==> config.mk <==
export PLATFORM = sky130hd
export DESIGN_NAME = clkgen_top
export DESIGN_NICKNAME = d
export VERILOG_FILES = /design/src/rtl/clkgen_pkg.sv /design/src/rtl/clkgen_sync.sv /design/src/rtl/clkgen_phase.sv /design/src/rtl/clkgen_rstgen.sv /design/src/rtl/clkgen_top.sv
export SDC_FILE = /design/constraint.sdc
export NUM_CORES = 1
export LEC_CHECK = 0
export ABC_AREA = 1
export CORE_AREA = 4 4 41 43
export DETAILED_ROUTE_END_ITERATION = 6
export DIE_AREA = 0 0 45 47
export HOLD_SLACK_MARGIN = 0.02
export PLACE_DENSITY = 0.74
export SLEW_MARGIN = 20
export SYNTH_ARGS = -nofsm -noshare
export SYNTH_HDL_FRONTEND = slang
export SYNTH_SLANG_ARGS = --single-unit
==> constraint.sdc <==
create_clock -name ref_clk -period 1.4 [get_ports ref_clk]
set_input_delay 0.35 -clock ref_clk [delete_from_list [all_inputs] [get_ports ref_clk]]
set_output_delay 0.35 -clock ref_clk [all_outputs]
set_load 0.02 [all_outputs]
==> src/rtl/clkgen_pkg.sv <==
package clkgen_pkg;

    typedef enum logic [1:0] {
        PH_HIGH  = 2'd0,
        PH_LOW_A = 2'd1,
        PH_LOW_B = 2'd2
    } phase_e;

    typedef enum logic [1:0] {
        RS_FORCE = 2'd0,
        RS_HOLD  = 2'd1,
        RS_RUN   = 2'd2
    } rst_state_e;

endpackage

==> src/rtl/clkgen_sync.sv <==
module clkgen_sync #(
    parameter int STAGES  = 2,
    parameter bit CLR_VAL = 1'b0
) (
    input  logic clk,
    input  logic arst,
    input  logic en,
    input  logic d,
    output logic q
);
    logic [STAGES-1:0] sr_q;

    generate
        if (STAGES == 1) begin : g_one
            always_ff @(posedge clk or posedge arst) begin
                if (arst)    sr_q <= CLR_VAL;
                else if (en) sr_q <= d;
            end
        end else begin : g_many
            always_ff @(posedge clk or posedge arst) begin
                if (arst)    sr_q <= {STAGES{CLR_VAL}};
                else if (en) sr_q <= {sr_q[STAGES-2:0], d};
            end
        end
    endgenerate

    assign q = sr_q[STAGES-1];

    initial begin
        assert (STAGES >= 1);
    end
endmodule

==> src/rtl/clkgen_phase.sv <==
module clkgen_phase
    import clkgen_pkg::*;
(
    input  logic clk,
    input  logic arst,
    input  logic hold,
    output logic cpu_clk,
    output logic per_clk,
    output logic rise_en
);
    phase_e state_q, state_d;
    logic   cpu_q, per_q;
    logic   fall_en;

    // next-state logic
    always_comb begin
        if (hold) begin
            state_d = PH_LOW_B;
        end else begin
            unique case (state_q)
                PH_HIGH:  state_d = PH_LOW_A;
                PH_LOW_A: state_d = PH_LOW_B;
                PH_LOW_B: state_d = PH_HIGH;
                default:  state_d = PH_LOW_B;
            endcase
        end
    end

    assign rise_en = (state_d == PH_HIGH) && (state_q != PH_HIGH);
    assign fall_en = (state_q == PH_HIGH) && (state_d != PH_HIGH);

    // state register
    always_ff @(posedge clk or posedge arst) begin
        if (arst) state_q <= PH_LOW_B;
        else      state_q <= state_d;
    end

    // output registers
    always_ff @(posedge clk or posedge arst) begin
        if (arst) begin
            cpu_q <= 1'b0;
            per_q <= 1'b0;
        end else begin
            cpu_q <= (state_d == PH_HIGH);
            if (hold)         per_q <= 1'b0;
            else if (fall_en) per_q <= ~per_q;
        end
    end

    assign cpu_clk = cpu_q;
    assign per_clk = per_q;

    AST_CLK_HIGH_ONE: assert property (@(posedge clk) disable iff (arst)
        cpu_q |=> !cpu_q);
    AST_CLK_LOW_TWO: assert property (@(posedge clk) disable iff (arst || hold)
        $fell(cpu_q) |=> !cpu_q);
    AST_CLK_PERIOD: assert property (@(posedge clk) disable iff (arst || hold)
        $fell(cpu_q) |=> ##1 cpu_q);
    AST_PCLK_ON_FALL: assert property (@(posedge clk) disable iff (arst)
        !$stable(per_q) |-> $fell(cpu_q));
    AST_HOLD_LOW: assert property (@(posedge clk) disable iff (arst)
        hold |=> !cpu_q);
endmodule

==> src/rtl/clkgen_rstgen.sv <==
module clkgen_rstgen
    import clkgen_pkg::*;
#(
    parameter int HOLD_CLKS = 4
) (
    input  logic clk,
    input  logic arst,
    input  logic req,
    input  logic tick,
    output logic rst_out
);
    localparam int CNT_W = $clog2(HOLD_CLKS + 1);
    localparam logic [CNT_W-1:0] HOLD_V = CNT_W'(HOLD_CLKS);

    rst_state_e       st_q, st_d;
    logic [CNT_W-1:0] cnt_q, cnt_d;
    logic             rst_q;

    // next-state logic
    always_comb begin
        st_d  = st_q;
        cnt_d = cnt_q;
        unique case (st_q)
            RS_FORCE: begin
                cnt_d = '0;
                if (!req && tick) begin
                    st_d  = RS_HOLD;
                    cnt_d = CNT_W'(1);
                end
            end
            RS_HOLD: begin
                if (req) begin
                    st_d  = RS_FORCE;
                    cnt_d = '0;
                end else if (tick) begin
                    if (cnt_q >= HOLD_V) begin
                        st_d  = RS_RUN;
                        cnt_d = '0;
                    end else begin
                        cnt_d = cnt_q + CNT_W'(1);
                    end
                end
            end
            RS_RUN: begin
                cnt_d = '0;
                if (req) st_d = RS_FORCE;
            end
            default: begin
                st_d  = RS_FORCE;
                cnt_d = '0;
            end
        endcase
    end

    // state register
    always_ff @(posedge clk or posedge arst) begin
        if (arst) begin
            st_q  <= RS_FORCE;
            cnt_q <= '0;
        end else begin
            st_q  <= st_d;
            cnt_q <= cnt_d;
        end
    end

    // output register
    always_ff @(posedge clk or posedge arst) begin
        if (arst) rst_q <= 1'b1;
        else      rst_q <= (st_d != RS_RUN);
    end

    assign rst_out = rst_q;

    AST_CNT_BOUND: assert property (@(posedge clk) disable iff (arst)
        cnt_q <= HOLD_V);
    AST_RELEASE_ON_TICK: assert property (@(posedge clk) disable iff (arst)
        $fell(rst_q) |-> $past(tick));
    AST_REQ_KEEPS_RST: assert property (@(posedge clk) disable iff (arst)
        req |=> rst_q);
endmodule

==> src/rtl/clkgen_top.sv <==
module clkgen_top #(
    parameter int SYNC_STAGES = 2,
    parameter int HOLD_CLKS   = 4
) (
    input  logic ref_clk,
    input  logic rst_req,
    input  logic rdy_req_a,
    input  logic rdy_req_b,
    output logic cpu_clk,
    output logic per_clk,
    output logic rst_out,
    output logic rdy_out
);
    logic req_s;
    logic rise_en;
    logic rdy_any;

    assign rdy_any = rdy_req_a | rdy_req_b;

    clkgen_sync #(.STAGES(SYNC_STAGES), .CLR_VAL(1'b1)) u_req_sync (
        .clk (ref_clk),
        .arst(rst_req),
        .en  (1'b1),
        .d   (1'b0),
        .q   (req_s)
    );

    clkgen_phase u_phase (
        .clk    (ref_clk),
        .arst   (rst_req),
        .hold   (req_s),
        .cpu_clk(cpu_clk),
        .per_clk(per_clk),
        .rise_en(rise_en)
    );

    clkgen_rstgen #(.HOLD_CLKS(HOLD_CLKS)) u_rst (
        .clk    (ref_clk),
        .arst   (rst_req),
        .req    (req_s),
        .tick   (rise_en),
        .rst_out(rst_out)
    );

    clkgen_sync #(.STAGES(2), .CLR_VAL(1'b0)) u_rdy_sync (
        .clk (ref_clk),
        .arst(rst_req),
        .en  (rise_en),
        .d   (rdy_any),
        .q   (rdy_out)
    );

    AST_RDY_ON_RISE: assert property (@(posedge ref_clk) disable iff (rst_req)
        !$stable(rdy_out) |-> $rose(cpu_clk));
    AST_RST_WITH_CLK: assert property (@(posedge ref_clk) disable iff (rst_req)
        $fell(rst_out) |-> $rose(cpu_clk));
    AST_RDY_NEEDS_REQ: assert property (@(posedge ref_clk) disable iff (rst_req)
        $rose(rdy_out) |-> $past(rdy_any, 3) || $past(rdy_any, 4) || $past(rdy_any, 5)
                           || $past(rdy_any, 6));
endmodule

* Word level (Yosys, flattened, before mapping)
Index checks and enable logic that the tools add are counted.
Storage, ports and cells: register bits after elaboration 14, latch bits 0, memory bits (writable) 0, ROM bits 0, bits of input ports 4, output and inout bits 4, logic and storage cells 42, memories 0
Operators by class: add/subtract/negate cells 1, multiply operators 0, div/mod/pow operators 0, magnitude comparators 1, equal/unequal tests 5, shifts and indexed selects 0, multiplexer cells 15, bitwise gates (word level) 2, reduce and logical (&&, ||, !) cells 10
Operator list (count):
- $mux W2 | 6
- $mux W3 | 3
- $logic_not A2 Y1 | 3
- $pmux W2 S3 | 1
- $pmux W3 S2 | 1
- $reduce_bool A2 Y1 | 3
- $eq A2 B2 Y1 const B | 2
- $pmux W2 S2 | 1
- $add A3 B1 Y3 const B | 1
- $ge A3 B3 Y1 const B | 1
- $logic_and A1 B1 Y1 | 3
- $mux W1 | 3
- $ne A3 B2 Y1 const B | 1
- $eq A2 B1 Y1 const B | 1
- $ne A2 B2 Y1 const B | 1
- $logic_not A1 Y1 | 1
- $not A1 Y1 | 1
- $or A1 B1 Y1 | 1

* Logic depth before layout (Yosys ltp)
depth in word-level cells 9, depth in mapped cells 6, depth with buffers taken out 6

* Modules after synthesis
From an unflattened synthesis, not the netlist that was laid out.
Unflattened totals: cells, all modules 76, area, all modules 676.9 um^2
By module, submodules not included:
- clkgen_rstgen | times used 1, cells an instance 33, area each 329.1 um^2, seq. area each 151.4 um^2
- clkgen_phase | times used 1, cells an instance 18, area each 166.4 um^2, seq. area each 101.3 um^2
- clkgen_sync (u_req_sync) | times used 1, cells an instance 10, area each 82.6 um^2, seq. area each 52.6 um^2
- clkgen_sync (u_rdy_sync) | times used 1, cells an instance 10, area each 80.1 um^2, seq. area each 50.0 um^2
- clkgen_top | times used 1, cells an instance 5, area each 18.8 um^2, seq. area each 0.0 um^2

* Worst setup path before layout
OpenSTA, ideal clock, no wires.
kind register to register, start register u_req_sync.sr_q[1], end register u_rst.cnt_q[1], setup time 0.117 ns, data arrival time 0.895 ns, required time 1.283 ns, setup slack 0.388 ns, stages on the path, launching flop included 6, buffers on the path 0, clock period less this slack 1.012 ns, cells stage by stage dfstp_2 > nor2_4 > nand2_4 > nand2_1 > nand3_1 > nand2_1
Between the ends: cells in the longest elaborated chain, start to end 4, elaborated cells on any way between the ends 6, those cells by class eq/ne (1); mux (3); reduce/logical (2)
Ends and longest elaborated chain:
- start, declared | line clkgen_sync.sv:11 | logic [STAGES-1:0] sr_q;
- start signal, assigned | line clkgen_sync.sv:21 | if (arst) sr_q <= {STAGES{CLR_VAL}};
- start signal, assigned | line clkgen_sync.sv:22 | else if (en) sr_q <= {sr_q[STAGES-2:0], d};
- $mux W2 | line clkgen_phase.sv:17 | if (hold) begin
- $logic_not A2 Y1 | line clkgen_phase.sv:29 | assign rise_en = (state_d == PH_HIGH) && (state_q != PH_HIGH);
- $logic_and A1 B1 Y1 | line clkgen_phase.sv:29
- $ne A3 B2 Y1 (no source line)
- end signal, assigned | line clkgen_rstgen.sv:62 | cnt_q <= cnt_d;
- end, declared | line clkgen_rstgen.sv:16 | logic [CNT_W-1:0] cnt_q, cnt_d;
Parallel ways exist; a longest one is shown, timed or not. A chain may end at the register's enable or synchronous reset.

* Final worst setup path
start register u_phase.per_q (netlist: u_phase.per_clk), end output port per_clk
RTL lines:
- start, declared | line clkgen_phase.sv:12 | logic cpu_q, per_q;
- start signal, assigned | line clkgen_phase.sv:46 | else if (fall_en) per_q <= ~per_q;
- end, declared | line clkgen_top.sv:10 | output logic per_clk,
No word-level cell between the ends.

==> results.toml <==
[run_status]
outcome = "completed"

[setup_path]
critical_path_buf_inv_count = 1
worstPathCellList = "dlygate4sd2_1"
timing.reg2reg.worst_path_depth = 5
cp-start-kind = "register"
worst-path-stages = 1
critPathKind = "reg -> out"
slowest_stage = "sky130_fd_sc_hd__dfrtp_1"
worst_setup_path_end_kind = "primary output"
crit_path_max_delay_family = "flip-flops"
crit_fanout = 2
cp.arrival_ps = 980
critical_path.max_stage_delay_ps = 390
crit_required_ps = 1050

[floorplanning]
floorplan.rows = 13
fp.dieW_um = 45
core-area_um2 = 1300
initial_core_util = 0.474
boundaryPins = 8
die_height_um = 47
die-area_um2 = 2120

[final_layout]
antennaDiodeCount = 0
postLayoutCoreUtil = 0.569
final_net_count = 85
drive_gt1_frac = 0.218
syn_to_layout_area_delta_pct = 20.1

[clock_network]
clock_sink_total = 14
post_cts_buffers = 0
clk_root_buffer_cell = "sky130_fd_sc_hd__clkbuf_4"
cts_buffer_count = 3
clock_insertion_delay_worst_skew_ps = 270
clk_pin_slew_worst_paths_ps = 80
clock_tree.buffer_depth = 2
cts_max_level = 1
cts_tree = "built"

[routing]
number_of_drc_violations_after_detailed_routing_iteration_0 = 13
route.vias.total = 428
vias_per_cell = 4.60
wirelength_um = 927
drtAntennaViolNets = 0
drt_first_pass_iters = 4
routedWlPerCell_um = 9.97
drt_drc_violations_left = 0

[sta]
grt_setup_unrepaired = "no"
worst_slack_ps = 66.9
final_worst_hold_slack_ps = 366
skew_ps = 1.25
layout_min_cycle_time_ps = 1330
final.period_utilization = 0.952
maxClockFrequency_ghz = 0.750
drv_slew = 0
final_hold_viol_count = 0
final-setup-viol-count = 0

[yosys]
synth.yosys.seq_area_share = 0.576
most_frequent_cell_after_synthesis = "sky130_fd_sc_hd__nand2_1"
synth_ff_type = "sky130_fd_sc_hd__dfrtp_1"
synth_largest_area_cell = "sky130_fd_sc_hd__dfrtp_1"
synth_seq_cells = 14
synth.yosys.warnings = 0
yosysTopAreaCellShare = 0.406
synth_area_leaders = "sky130_fd_sc_hd__dfrtp_1, sky130_fd_sc_hd__dfstp_2, sky130_fd_sc_hd__nand2_1"
synthCells = 66
synth_fp_nets = 72
syn_area_um2 = 617
asyncSetResetFlopFracSynth = 1.00
yosysUniqueCellTypes = 18
synth_edf_count = 0
ys_top_cells_by_count = "sky130_fd_sc_hd__nand2_1, sky130_fd_sc_hd__inv_1, sky130_fd_sc_hd__dfrtp_1"
postSynthAreaPerCell_um2 = 9.35

[placed_design]
hpwlAfterDp_um = 711
gpl.final_weighted_congestion = 0.715
placement.setup.worst_slack_ps = -28.8
buffer_ports.inserted = 7

[pwr]
power.density_nw_per_um2 = 1190
vdd_drop_max_mv = 0.648
static-leakage-power_uw = 0.000388

[job]
drv.max_cap_violation_count = 0

[grt]
global_route.overflow_total = 0
grt_start_max_net_pins = 15
antenna_violations_before_repair = 0
track_usage = 0.110
grt_pass1_vias = 419
global_route_wire_length_before_repair_um = 1670

[worst_hold_path]
class_of_the_worst_hold_path = "in -> async"
## per-layer routing
layer | global-route usage | up-vias | part of all wire
met1 | 0.129 | 203 | 0.46
met5 | 0 | - | 0
met3 | 0.0230 | 0 | 0.030
met2 | 0.201 | 7 | 0.50
li1 | - | 218 | -
met4 | 0.0351 | 0 | 0
## through the flow
| stage | total power [uW] | cell area [um2] | std cells | setup TNS (ps) |
|---|---|---|---|---|
| finish | 882 | 741 | 93 | 0 |
| CTS | 895 | 747 | 93 | 0 |
| global route | 942 | 741 | 93 | 0 |
| detailed placement | 620 | 713 | 89 | -28.8 |
| global placement | 617 | 713 | 89 | -29.7 |
| floorplan | 565 | 617 | 66 | 0 |
## cells in the final DEF, fill, tap and decap left out, drive strengths merged
cell type and n:
nand3 6, conb 1, xor2 1, nor2 11, buf 2, clkdlybuf4s50 3, dfrtp 10, clkbuf 4
dlygate4sd2 3, a21oi 1, o21ai 3, nand2 15, inv 12, dfstp 4, ha 2
## cell families (layout without fill, tap and decap cells)
| family | Yosys count | count (layout) | synth area share |
|---|---|---|---|
| flip-flops | 14 | 14 | 0.576 |
| buffers and inverters | 12 | 24 | 0.0771 |
| AND/OR/NAND/NOR | 32 | 32 | 0.247 |
| adder cells (fa/ha/maj) | 2 | 2 | 0.0406 |
| AO/OA/AOI/OAI | 4 | 4 | 0.0385 |
| other | 1 | 1 | 0.00608 |
| XOR/XNOR | 1 | 1 | 0.0142 |
## state kept, by name, indices dropped and copies added (netlist names)
| register | flops |
|---|---|
| u_rst.cnt_q | 3 |
| u_rst.st_q | 2 |
| u_rst.rst_out | 1 |
| u_phase.cpu_clk | 1 |
| u_rdy_sync.sr_q | 2 |
| u_phase.per_clk | 1 |
| u_req_sync.sr_q | 2 |
| u_phase.state_q | 2 |
## final timing paths
| check | slack (ps) | endpoint | start |
|---|---|---|---|
| max | 70 | per_clk | u_phase.per_clk$_DFFE_PP0P_ |
| min | 370 | u_phase.cpu_clk$_DFF_PP0_ | rst_req |
| min reg2reg | 370 | u_req_sync.sr_q[1]$_DFF_PP1_ | u_req_sync.sr_q[0]$_DFF_PP1_ |
| max reg2reg | 310 | u_rst.cnt_q[1]$_DFFE_PP0P_ | u_req_sync.sr_q[1]$_DFF_PP1_ |
| min in group ref_clk | 370 | u_req_sync.sr_q[1]$_DFF_PP1_ | u_req_sync.sr_q[0]$_DFF_PP1_ |
| max in group asynchronous | 790 | u_phase.state_q[1]$_DFF_PP1_ | rst_req |
## power breakdown
group / total [uW] / internal (uW) / leakage, uW / switching, uW
clock network: 282 / 158 / 0.0000210 / 124
logic: 130 / 51.5 / 0.000194 / 78.7
registers: 471 / 444 / 0.000173 / 26.8
## layout make-up
type / instances / area [um2]
Clock buffer: 4 / 36.3
Inverter: 12 / 47.5
Tap cell: 15 / 18.8
Timing Repair Buffer: 8 / 68.8
Multi-Input combinational cell: 40 / 214
Fill cell: 128 / 561
Sequential cell: 14 / 355
## timing repair
item | in CTS | in global routing
gates cloned | 0 | 0
gates resized for setup | 6 | 1
hold buffers | 0 | 0
setup endpoints to repair | 4 | 1
pin swaps | 0 | 0
(Power assumes the default switching activity.)
